--- src/rtl/fifo_mr_pkg.sv ---
package fifo_mr_pkg;
  // per-cycle decisions handed from control to datapath
  typedef struct packed {
    logic wrDo;
    logic rdDo;
    logic markDo;
    logic rewindDo;
  } ctrlStrobes_t;
endpackage

--- src/rtl/fifo_mr_ctrl.sv ---
module fifo_mr_ctrl
  import fifo_mr_pkg::*;
(
  input  logic         clk,
  input  logic         rstN,
  input  logic         wrEn,
  input  logic         rdEn,
  input  logic         rdSel,
  input  logic         markIn,
  input  logic         rtN,
  input  logic         oeN,
  input  logic         full,
  input  logic         empty,
  input  logic         markValid,
  output ctrlStrobes_t strb,
  output logic         rdDrive
);
  logic selQ;
  logic rewindReq;

  // a rewind needs a bookmark; it overrides both read and mark
  assign rewindReq     = !rtN && markValid;
  assign strb.rewindDo = rewindReq;
  assign strb.markDo   = markIn && !rewindReq;
  assign strb.rdDo     = rdEn && rdSel && !empty && !rewindReq;
  assign strb.wrDo     = wrEn && !full;

  always_ff @(posedge clk or negedge rstN) begin
    if (!rstN) selQ <= 1'b0;
    else       selQ <= rdSel;
  end

  assign rdDrive = !oeN && selQ;

  // the drive flag follows the select sampled on the previous edge
  a_r11_sel_registered: assert property (@(posedge clk) disable iff (!rstN)
    (!rdSel && !oeN) |=> (!rdDrive || !$stable(oeN)));
endmodule

--- src/rtl/fifo_mr_dpath.sv ---
module fifo_mr_dpath
  import fifo_mr_pkg::*;
#(
  parameter int DATA_W = 8,
  parameter int DEPTH  = 16
) (
  input  logic              clk,
  input  logic              rstN,
  input  ctrlStrobes_t      strb,
  input  logic [DATA_W-1:0] wrData,
  input  logic              rdDrive,
  output logic [DATA_W-1:0] rdData,
  output logic              full,
  output logic              empty,
  output logic              markValid
);
  localparam int ADDR_W = $clog2(DEPTH);
  localparam int PTR_W  = ADDR_W + 1;
  localparam logic [PTR_W-1:0] DEPTH_P = PTR_W'(DEPTH);

  logic [DATA_W-1:0] mem [DEPTH];
  logic [PTR_W-1:0]  wrPtr, rdPtr, markPtr, basePtr, occ;
  logic [DATA_W-1:0] rdQ;

  always_ff @(posedge clk) begin
    if (strb.wrDo) mem[wrPtr[ADDR_W-1:0]] <= wrData;
  end

  always_ff @(posedge clk or negedge rstN) begin
    if (!rstN) begin
      wrPtr     <= '0;
      rdPtr     <= '0;
      markPtr   <= '0;
      markValid <= 1'b0;
      rdQ       <= '0;
    end else begin
      if (strb.wrDo) wrPtr <= wrPtr + 1'b1;
      if (strb.rewindDo)  rdPtr <= markPtr;
      else if (strb.rdDo) rdPtr <= rdPtr + 1'b1;
      if (strb.rdDo) rdQ <= mem[rdPtr[ADDR_W-1:0]];
      if (strb.markDo) begin
        markPtr   <= rdPtr;
        markValid <= 1'b1;
      end
    end
  end

  // protected base: the bookmark once one exists, else the read pointer
  assign basePtr = markValid ? markPtr : rdPtr;
  assign occ     = wrPtr - basePtr;
  assign full    = (occ == DEPTH_P);
  assign empty   = (wrPtr == rdPtr);
  assign rdData  = rdDrive ? rdQ : '0;

  // words from the protected base onward never exceed the depth
  a_r9_no_overflow: assert property (@(posedge clk) disable iff (!rstN)
    (occ <= DEPTH_P));
  // an empty buffer never sees a read strobe
  a_r4_no_underflow: assert property (@(posedge clk) disable iff (!rstN)
    empty |-> !strb.rdDo);
  // a rewind lands on the bookmark held on that edge
  a_r6_rewind_target: assert property (@(posedge clk) disable iff (!rstN)
    strb.rewindDo |=> (rdPtr == $past(markPtr)));
  // a rewind leaves the bookmark where it was
  a_r8_mark_kept: assert property (@(posedge clk) disable iff (!rstN)
    strb.rewindDo |=> $stable(markPtr));
  // a full buffer keeps its write pointer
  a_r2_no_write_full: assert property (@(posedge clk) disable iff (!rstN)
    full |=> $stable(wrPtr));
endmodule

--- src/rtl/fifo_mark_rt.sv ---
module fifo_mark_rt
  import fifo_mr_pkg::*;
#(
  parameter int DATA_W = 8,
  parameter int DEPTH  = 16
) (
  input  logic              clk,
  input  logic              rstN,
  input  logic              wrEn,
  input  logic [DATA_W-1:0] wrData,
  output logic              full,
  input  logic              rdEn,
  input  logic              rdSel,
  input  logic              markIn,
  input  logic              rtN,
  input  logic              oeN,
  output logic [DATA_W-1:0] rdData,
  output logic              rdDrive,
  output logic              empty
);
  ctrlStrobes_t strb;
  logic         markValid;

  fifo_mr_ctrl u_ctrl (
    .clk(clk), .rstN(rstN), .wrEn(wrEn), .rdEn(rdEn), .rdSel(rdSel),
    .markIn(markIn), .rtN(rtN), .oeN(oeN), .full(full), .empty(empty),
    .markValid(markValid), .strb(strb), .rdDrive(rdDrive)
  );

  fifo_mr_dpath #(.DATA_W(DATA_W), .DEPTH(DEPTH)) u_dpath (
    .clk(clk), .rstN(rstN), .strb(strb), .wrData(wrData), .rdDrive(rdDrive),
    .rdData(rdData), .full(full), .empty(empty), .markValid(markValid)
  );

  // an undriven bus reads as zero
  always_comb begin
    if (!rdDrive) a_r11_quiet_bus: assert (rdData == '0);
  end
endmodule

--- config.mk ---
export PLATFORM = sky130hd
export DESIGN_NAME = fifo_mark_rt
export DESIGN_NICKNAME = d
export VERILOG_FILES = /design/src/rtl/fifo_mr_pkg.sv /design/src/rtl/fifo_mr_ctrl.sv /design/src/rtl/fifo_mr_dpath.sv /design/src/rtl/fifo_mark_rt.sv
export SDC_FILE = /design/constraint.sdc
export NUM_CORES = 1
export LEC_CHECK = 0
export CAP_MARGIN = 10
export CORE_MARGIN = 1
export CORE_UTILIZATION = 45
export CTS_CLUSTER_DIAMETER = 100
export DETAILED_ROUTE_END_ITERATION = 7
export DONT_BUFFER_PORTS = 1
export SYNTH_ARGS = -nofsm -noshare
export SYNTH_HDL_FRONTEND = slang
export SYNTH_HIERARCHICAL = 1
export SYNTH_SLANG_ARGS = --single-unit
--- constraint.sdc ---
create_clock -name clk -period 4.9 [get_ports clk]
set_input_delay 0.49 -clock clk [delete_from_list [all_inputs] [get_ports clk]]
set_output_delay 0.49 -clock clk [all_outputs]
set_load 0.005 [all_outputs]
After elaboration in Yosys (flattened, before gate mapping)
Memory sizes are Yosys's and may differ from the RTL's. A register that Yosys moved wholly into a read port is not among the register bits.
Index checks and enable logic that the tools add are counted.
{"block": "op_classes", "n_addsub": 3, "n_eq_ne": 2, "n_mux": 6, "reduce_logical": 14}
{"cell": "two-way mux 5 bit", "count": 3}
{"cell": "adder 5 x 1 -> 5 bit (second input constant)", "count": 2}
{"cell": "two-way mux 8 bit", "count": 1}
{"cell": "logical AND 1 bit", "count": 7}
{"cell": "logical NOT 1 bit", "count": 6}
{"cell": "== test 5 bit", "count": 1}
{"cell": "== test 5 bit (second input constant)", "count": 1}
{"cell": "subtractor 5 bit", "count": 1}
{"cell": "two-way mux 1 bit", "count": 2}
{"cell": "nonzero test 2 bit", "count": 1}
{"block": "word_totals", "regBits": 17, "mem_bits_rw": 128, "in_bits": 16, "out_inout_bits": 11, "wordCells": 31, "n_memories": 1}
{"name": "u_dpath.mem", "words": 16, "width": 8, "rd": 1, "rd_ports_with_merged_regs": 1, "write_ports": 1, "line_no": "fifo_mr_dpath.sv:21", "text": "logic [DATA_W-1:0] mem [DEPTH];"}

Logic depth before layout (Yosys ltp)
Gate-level depths: netlist of the first run.
{"block": "depth", "depth_word": 7, "depth_mapped": 15, "ltp_nobuf": 11}

By module
The synthesis of the first run kept the hierarchy.
{"module": "fifo_mr_dpath", "n_inst": 1, "cells_per_inst": 366, "area_per_inst_um2": 6304.8, "seq_area_each_um2": 4444.3}
{"module": "fifo_mr_ctrl", "n_inst": 1, "cells_per_inst": 8, "area_per_inst_um2": 78.8, "seq_area_each_um2": 25.0}

Least setup slack after synthesis of the first run
No wires, ideal clock.
{"block": "synth_path", "path_type": "reg-to-reg", "from": "reg u_dpath.rdPtr[0]", "to": "mem u_dpath.mem[2][0] (enable)", "setup_ns": 0.383, "arrival_time_ns": 2.946, "required_time_ns": 4.517, "slack_ns": 1.570, "stages_incl_launch_ff": 15, "n_path_buf": 4, "period_less_slack_ns": 3.330, "cell_sequence": "dfrtp_1 -> buf_4 -> buf_6 -> buf_4 -> mux2_2 -> ha_1 -> nor2b_1 -> o21ai_0 -> nand2_1 -> xor2_1 -> o22ai_1 -> nor2b_1 -> clkbuf_1 -> nand2_1 -> nor3_1"}
{"item": "from (decl)", "line_no": "fifo_mr_dpath.sv:22", "text": "logic [PTR_W-1:0] wrPtr, rdPtr, markPtr, basePtr, occ;"}
{"item": "from (signal assigned)", "line_no": "fifo_mr_dpath.sv:38", "text": "if (strb.rewindDo) rdPtr <= markPtr;"}
{"item": "from (signal assigned)", "line_no": "fifo_mr_dpath.sv:39", "text": "else if (strb.rdDo) rdPtr <= rdPtr + 1'b1;"}
{"item": "to (decl)", "line_no": "fifo_mr_dpath.sv:21"}

==> impl_metrics.env, run 1 <==
export IMPL_slew_limit_headroom_pct=26.07
export IMPL_synth_area_um2=6384
export IMPL_netlist_cell_type_count=39
export IMPL_synth_enable_flop_cells=128
export IMPL_finish_cell_count_without_fillers=574
export IMPL_cellLeakagePower_nw=2.416
export IMPL_core_rowCount=43
export IMPL_setup_viol=0
export IMPL_ys_ff_latch=153
export IMPL_overflow=0
export IMPL_final_report_max_slew_violation_count=0
export IMPL_grt_setup_unrepaired="no"
export IMPL_dp_slack_ps=1114
export IMPL_post_drt_wl_per_cell_um=21.97
export IMPL_finalPower_w=0.003834
export IMPL_finalHoldViolations=0
export IMPL_cellPowerDensity_nw_per_um2=538.0
export IMPL_synth_area_per_cell_um2=17.07
export IMPL_place_inst=540
export IMPL_largest_net_degree_at_the_start_of_global_routing=43
export IMPL_drv_max_cap_violation_count=0
export IMPL_ys_seq_area_share_pct=70.01
export IMPL_drt_wirelength_mm=12.61
export IMPL_antennaDiodeCount=0
export IMPL_synth_top_flop_cell="sky130_fd_sc_hd__edfxtp_1"
export IMPL_grtUsageTotal_pct=19.44
export IMPL_design_portCount=27
export IMPL_number_of_global_route_vias_before_repair=3324
export IMPL_critical_path_class="reg2reg"
export IMPL_synth_warnings=6
export IMPL_clk_transition_reported_paths_ps=60
export IMPL_min_period_ps=3775
export IMPL_cp_required_ps=4920
export IMPL_worstSkewPairLatency_ps=410
export IMPL_io_buffer_count=0
export IMPL_dr_first_iter_drc_count=305
export IMPL_place_congestion=0.7568
export IMPL_floorplan_die_height_um=121.1
export IMPL_cts_tree="done"
export IMPL_setup_ws_ps=1125
export IMPL_post_route_period_util_pct=77.03
export IMPL_drcViolationCount=0
export IMPL_detailroute_via_count=3196
export IMPL_worst_r2r_setup_slack_ps=1130
export IMPL_asyncSetResetFlopFracSynth_pct=16.34
export IMPL_die_width_um=121.1
export IMPL_crit_path_max_fanout=24
export IMPL_worst_slew_pin_transition_ps=1105
export IMPL_viasPerCell=5.568
export IMPL_worst_endpoint_arrival_ps=3800
export IMPL_fmax_mhz=264.9
export IMPL_dr_pass1_iters=4
export IMPL_ctsRootBufferMaster="sky130_fd_sc_hd__clkbuf_16"
export IMPL_final_nets=407
export IMPL_mappedNetlistNets=400
export IMPL_cts_htree_levels=4
export IMPL_syn_instance_count=374
export IMPL_setup_tns_ps=0
export IMPL_final_antenna_net_count=0
export IMPL_timing_hold_ws_ps=104.4
export IMPL_ir_drop_v=0.0003304
export IMPL_clock_skew_ps=7.430
export IMPL_run_status="complete, no violations"
export IMPL_total_half_perimeter_wirelength_after_legalization_and_detailed_placement_mm=8.010
export IMPL_cts_max_path_buffers=2
export IMPL_initial_utilization_pct=45.99
export IMPL_initial_antenna_violation_count=0
export IMPL_crit_end_category="flip-flop"
export IMPL_cts_sinks=153
export IMPL_grt_first_pass_wirelength_mm=19.78
export IMPL_cp_start_kind="flip-flop"
export IMPL_total_cts_buffers=17
export IMPL_min_delay_path_class="in2reg"
export IMPL_floorplan_die_area_um2=14670
export IMPL_area_growth_synth_to_final_pct=11.64
export IMPL_drive_gt1_share_pct=17.26
export IMPL_cts_post_setup_buffers_inserted=0
export IMPL_fp_coreArea_um2=13880
[stage by stage]
| stage | utilization, % | area (µm²) |
|---|---|---|
| 2_1_floorplan | - | 6384 |
| 3_3_place_gp | 46.97 | 6520 |
| 3_5_place_dp | 46.97 | 6520 |
| 4_1_cts | 51.34 | 7127 |
| 5_1_grt | 51.34 | 7127 |
| 6_report | 51.34 | 7127 |
[power by group]
part | leakage [nW] | switching, W | internal (W)
clock network | 0.280 | 0.000469 | 0.000761
registers | 1.46 | 0.000101 | 0.00160
logic | 0.677 | 0.000507 | 0.000395
[worst max-delay path, cell delays in order (launching register included)]
cell and delay [ps]:
sky130_fd_sc_hd__dfrtp_1 320, sky130_fd_sc_hd__buf_4 330, sky130_fd_sc_hd__mux2i_1 160, sky130_fd_sc_hd__ha_1 310, sky130_fd_sc_hd__nor2b_1 160, sky130_fd_sc_hd__a221o_1 320, sky130_fd_sc_hd__nand3_1 100, sky130_fd_sc_hd__o22ai_1 110
sky130_fd_sc_hd__nor2b_1 490, sky130_fd_sc_hd__nand2_1 210, sky130_fd_sc_hd__nor2_1 870
[metal layers]
layer / vias up / share of wire (%) / global-route usage [%]
li1: 1459 / - / -
met1: 1646 / 46 / 27.62
met2: 89 / 47 / 28.79
met3: 2 / 7.4 / 6.109
met4: 0 / 0.40 / 5.633
met5: - / 0 / 0
[sequential cells by signal, summed over array words and instances (netlist names)]
| signal | cells |
|---|---|
| u_dpath/rdQ | 8 |
| u_dpath/mem | 128 |
| u_dpath/wrPtr | 5 |
| u_dpath/rdPtr | 5 |
| u_ctrl/selQ | 1 |
| u_dpath/markValid | 1 |
| u_dpath/markPtr | 5 |
[path summary, 6_finish.rpt]
path	from	end	cells past startpoint
max	u_dpath/rdPtr[1]	u_dpath/mem[15][7]	10
min	rdSel	u_ctrl/selQ	0
max reg2reg	u_dpath/rdPtr[1]	u_dpath/mem[15][7]	10
min reg2reg	u_dpath/markPtr[1]	u_dpath/rdPtr[1]	2
max in group asynchronous	rstN	u_dpath/rdPtr[0]	2
min in group asynchronous	rstN	u_dpath/markPtr[4]	2
[synth_stat cells, drive strengths merged (8+ instances only)]
library cell | count | area (µm²)
edfxtp | 128 | 3844
dfrtp | 25 | 625.6
mux4 | 25 | 570.6
nor2 | 24 | 90.09
mux2i | 21 | 210.2
nand2 | 17 | 63.81
buf | 16 | 120.1
a21oi | 13 | 65.06
ha | 10 | 125.1
o21ai | 9 | 45.04
xor2 | 9 | 78.83
and2 | 8 | 50.05
nor2b | 8 | 57.55
xnor2 | 8 | 70.07
[final cells by class]
cell class	count	area, µm²
Clock buffer	27	545.5
Clock inverter	5	31.28
Fill cell	1143	6754
Inverter	4	15.01
Multi-Input combinational cell	197	1764
Sequential cell	153	4471
Tap cell	180	225.2
Timing Repair Buffer	8	75.07
[logic make-up after synthesis]
family / Yosys count / synth area share [%]
adders and majority gates: 10 / 1.960
buffers and inverters: 24 / 2.352
muxes: 52 / 13.29
DFF: 153 / 70.01
AOI/OAI and AO/OA: 39 / 3.861
xor gates and xnor gates: 17 / 2.333
and+or+nand+nor: 79 / 6.194
[cells in the final DEF, fill, tap and decap left out, drive strengths merged]
master,instances
edfxtp,128
clkbuf,27
dfrtp,25
mux4,25
nor2,24
mux2i,21
nand2,17
a21oi,13
ha,10
xor2,9
o21ai,9
and2,8
xnor2,8
nor2b,8
buf,7
nand2b,6
mux2,6
o221ai,6
a22oi,6
nand3,5
inv,5
nor3,4
nand4,3
clkinv,2
clkinvlp,2
dlygate4sd3,1
and3,1
a221o,1
o22ai,1
a31oi,1
nand3b,1
a211oi,1
nor3b,1
a41oi,1
or2,1
[what timing repair did]
| action | in CTS | in global routing |
|---|---|---|
| hold endpoints to repair | 25 | 0 |
| hold buffers | 2 | 0 |
| resized for setup | 0 | 0 |
No activity file was read; power rests on OpenSTA's default activity.
==> run 2, diff against run 1 <==
--- a/config.mk
+++ b/config.mk
@@ -5,6 +5,7 @@
 export SDC_FILE = /design/constraint.sdc
 export NUM_CORES = 1
 export LEC_CHECK = 0
+export ABC_AREA = 1
 export CAP_MARGIN = 10
 export CORE_MARGIN = 1
 export CORE_UTILIZATION = 45
==> constraint.sdc (replaced) <==
create_clock -name clk -period 3.46 [get_ports clk]
set_input_delay 0.346 -clock clk [delete_from_list [all_inputs] [get_ports clk]]
set_output_delay 0.346 -clock clk [all_outputs]
set_load 0.005 [all_outputs]
==> run 2 against run 1 <==
Compared with the run above: combinational power is 62% higher; critical endpoint is now u_dpath/mem[3][4]; largest power group unchanged; critical path type unchanged; the flow now finishes with violations (design-rule violations); die area increased by 7.0%; worst setup slack got worse by 1100 ps.
==> impl_metrics.env, run 2 <==
export IMPL_cp_start_kind="flip-flop"
export IMPL_die_width_um=125.3
export IMPL_layout_commonest_cell="sky130_fd_sc_hd__nand2_1"
export IMPL_post_route_period_util_pct=97.85
export IMPL_finish_cell_count_without_fillers=915
export IMPL_core_rowCount=44
export IMPL_final_nets=744
export IMPL_number_of_global_route_vias_before_repair=4694
export IMPL_synth_area_um2=6837
export IMPL_antennaDiodeCount=0
export IMPL_detailroute_via_count=4979
export IMPL_syn_instance_count=681
export IMPL_crit_end_category="flip-flop"
export IMPL_grt_setup_unrepaired="yes"
export IMPL_crit_path_max_fanout=12
export IMPL_overflow=0
export IMPL_synth_area_leaders="sky130_fd_sc_hd__edfxtp_1 56%, sky130_fd_sc_hd__nand2_1 13%, sky130_fd_sc_hd__dfrtp_1 9.2%"
export IMPL_dr_first_iter_drc_count=508
export IMPL_ir_drop_v=0.0003902
export IMPL_final_report_max_slew_violation_count=0
export IMPL_post_drt_wl_per_cell_um=20.35
export IMPL_place_congestion=0.8672
export IMPL_initial_antenna_violation_count=0
export IMPL_place_inst=847
export IMPL_fmax_mhz=295.4
export IMPL_floorplan_die_area_um2=15690
export IMPL_cellLeakagePower_nw=3.307
export IMPL_cts_htree_levels=4
export IMPL_run_status="complete, but fails checks"
export IMPL_viasPerCell=5.442
export IMPL_cts_max_path_buffers=2
export IMPL_fp_coreArea_um2=14700
export IMPL_worst_slew_pin_transition_ps=827.7
export IMPL_setup_ws_ps=74.39
export IMPL_total_cts_buffers=17
export IMPL_cellPowerDensity_nw_per_um2=729.6
export IMPL_synth_cells_most_frequent="239 x sky130_fd_sc_hd__nand2_1, 128 x sky130_fd_sc_hd__edfxtp_1, 71 x sky130_fd_sc_hd__nand3_1"
export IMPL_setup_viol=0
export IMPL_mappedNetlistNets=707
export IMPL_ys_ff_latch=153
export IMPL_clock_skew_ps=9.195
export IMPL_synth_top_flop_cell="sky130_fd_sc_hd__edfxtp_1"
export IMPL_clk_transition_reported_paths_ps=60
export IMPL_area_growth_synth_to_final_pct=16.67
export IMPL_cp_required_ps=3520
export IMPL_largest_net_degree_at_the_start_of_global_routing=69
export IMPL_yosysMostFrequentCell="sky130_fd_sc_hd__nand2_1"
export IMPL_worstSkewPairLatency_ps=430
export IMPL_largest_reg_flops=128
export IMPL_floorplan_die_height_um=125.3
export IMPL_asyncSetResetFlopFracSynth_pct=16.34
export IMPL_dp_slack_ps=137.7
export IMPL_critical_path_class="reg2reg"
export IMPL_drv_max_cap_violation_count=0
export IMPL_min_period_ps=3386
export IMPL_cts_tree="done"
export IMPL_final_antenna_net_count=0
export IMPL_synth_area_per_cell_um2=10.04
export IMPL_cts_sinks=153
export IMPL_finalHoldViolations=0
export IMPL_drcViolationCount=3
export IMPL_slew_limit_headroom_pct=44.76
export IMPL_grt_first_pass_wirelength_mm=26.70
export IMPL_cts_post_setup_buffers_inserted=0
export IMPL_commonest_cells_after_routing_fill_and_taps_aside="239 x sky130_fd_sc_hd__nand2_1, 128 x sky130_fd_sc_hd__edfxtp_1, 71 x sky130_fd_sc_hd__nand3_1"
export IMPL_ctsRootBufferMaster="sky130_fd_sc_hd__clkbuf_16"
export IMPL_design_portCount=27
export IMPL_netlist_cell_type_count=26
export IMPL_ys_seq_area_share_pct=65.37
export IMPL_drt_wirelength_mm=18.62
export IMPL_worst_endpoint_arrival_ps=3450
export IMPL_min_delay_path_class="in2reg"
export IMPL_drive_gt1_share_pct=7.524
export IMPL_synth_enable_flop_cells=128
export IMPL_failed_checks="design-rule violations"
export IMPL_initial_utilization_pct=46.51
export IMPL_grtUsageTotal_pct=23.50
export IMPL_total_half_perimeter_wirelength_after_legalization_and_detailed_placement_mm=10.15
export IMPL_synth_top_cell_area_share_pct=56.22
export IMPL_synth_warnings=6
export IMPL_dr_pass1_iters=7
export IMPL_io_buffer_count=0
export IMPL_yosysTopAreaCell="sky130_fd_sc_hd__edfxtp_1"
## run 2: changes by cell type after synthesis, sizes merged, moves of 7 or more
cell   delta
xnor2     -8
and2      -8
mux2i    -21
nor2b     -8
inv      +68
nand2   +222
nand3    +66
mux4     -25
a21oi     +7
buf      +12
nor2     +25
## run 2: final cells by class
type | count | area, µm²
repair buffers | 50 | 475.5
fillers | 1292 | 6723
clock inverters | 15 | 200.2
well taps | 184 | 230.2
flip-flops and latches | 153 | 4471
inverters | 74 | 280.3
clock buffers | 17 | 425.4
multi-input cells | 422 | 1894
## run 2: worst paths after layout
| kind | startpoint | to | slack [ps] | cells after the start |
|---|---|---|---|---|
| max | u_dpath/markValid | u_dpath/mem[3][4] | 70 | 10 |
| min reg2reg | u_dpath/rdQ[7] | u_dpath/rdQ[7] | 520 | 2 |
| max in group asynchronous | rstN | u_dpath/rdPtr[0] | 2920 | 2 |
| min | wrData[1] | u_dpath/mem[0][1] | 20 | 0 |
| min in group asynchronous | rstN | u_dpath/markPtr[0] | 350 | 2 |
| max reg2reg | u_dpath/markValid | u_dpath/mem[3][4] | 70 | 10 |
## run 2: where the power goes
group | switching, W | internal [W] | leakage, nW
logic | 0.00101 | 0.000447 | 1.56
clock network | 0.000753 | 0.00121 | 0.297
registers | 0.000139 | 0.00226 | 1.45
## run 2: cell families (layout without fill, tap and decap cells)
family                     count (synthesis)  in the layout  share of synthesized area (%)
xor gates and xnor gates                   8              8                          1.025
DFF                                      153            153                          65.37
adders and majority gates                 10             10                          1.830
and+or+nand+nor                          362            362                          21.47
AOI/OAI and AO/OA                         42             42                          3.313
buffers and inverters                    106            156                          6.991
## run 2: critical path, cell delays in order (launching register included)
cell	delay (ps)
sky130_fd_sc_hd__dfrtp_1	500
sky130_fd_sc_hd__nand2_1	110
sky130_fd_sc_hd__o21ai_0	100
sky130_fd_sc_hd__ha_1	330
sky130_fd_sc_hd__a21oi_1	260
sky130_fd_sc_hd__o21ai_0	140
sky130_fd_sc_hd__xor2_1	180
sky130_fd_sc_hd__nor2_1	70
sky130_fd_sc_hd__nor2_1	440
sky130_fd_sc_hd__nand2_1	290
sky130_fd_sc_hd__nor2_1	600
## run 2: through the flow
| step | TNS, ps | util, % | area (µm²) | power [W] | hold slack [ps] |
|---|---|---|---|---|---|
| CTS | 0 | 52.94 | 7781 | 0.005773 | 0.2203 |
| detailed placement | 0 | 47.45 | 6975 | 0.003779 | 52.05 |
| global placement | 0 | 47.45 | 6975 | 0.003757 | 51.91 |
| finish | 0 | 54.26 | 7976 | 0.005820 | 16.37 |
| global route | -4739 | 54.26 | 7976 | 0.006092 | -1.172 |
| floorplan | 0 | - | 6837 | 0.003417 | 50.41 |
## run 2: what timing repair did
item	CTS	global route
endpoints found under the setup margin	0	64
endpoints found under the hold margin	57	51
hold buffers	17	19
gates resized for setup	0	2
## run 2: per-layer routing
layer | part of all wire, % | wire length, µm | GRT usage, % | up-vias
met3 | 6.7 | 1243 | 4.493 | 25
met2 | 47 | 8693 | 35.03 | 187
met5 | 0 | 0 | 0 | -
met4 | 1.9 | 350 | 10.19 | 0
li1 | - | - | - | 2293
met1 | 45 | 8335 | 33.69 | 2474
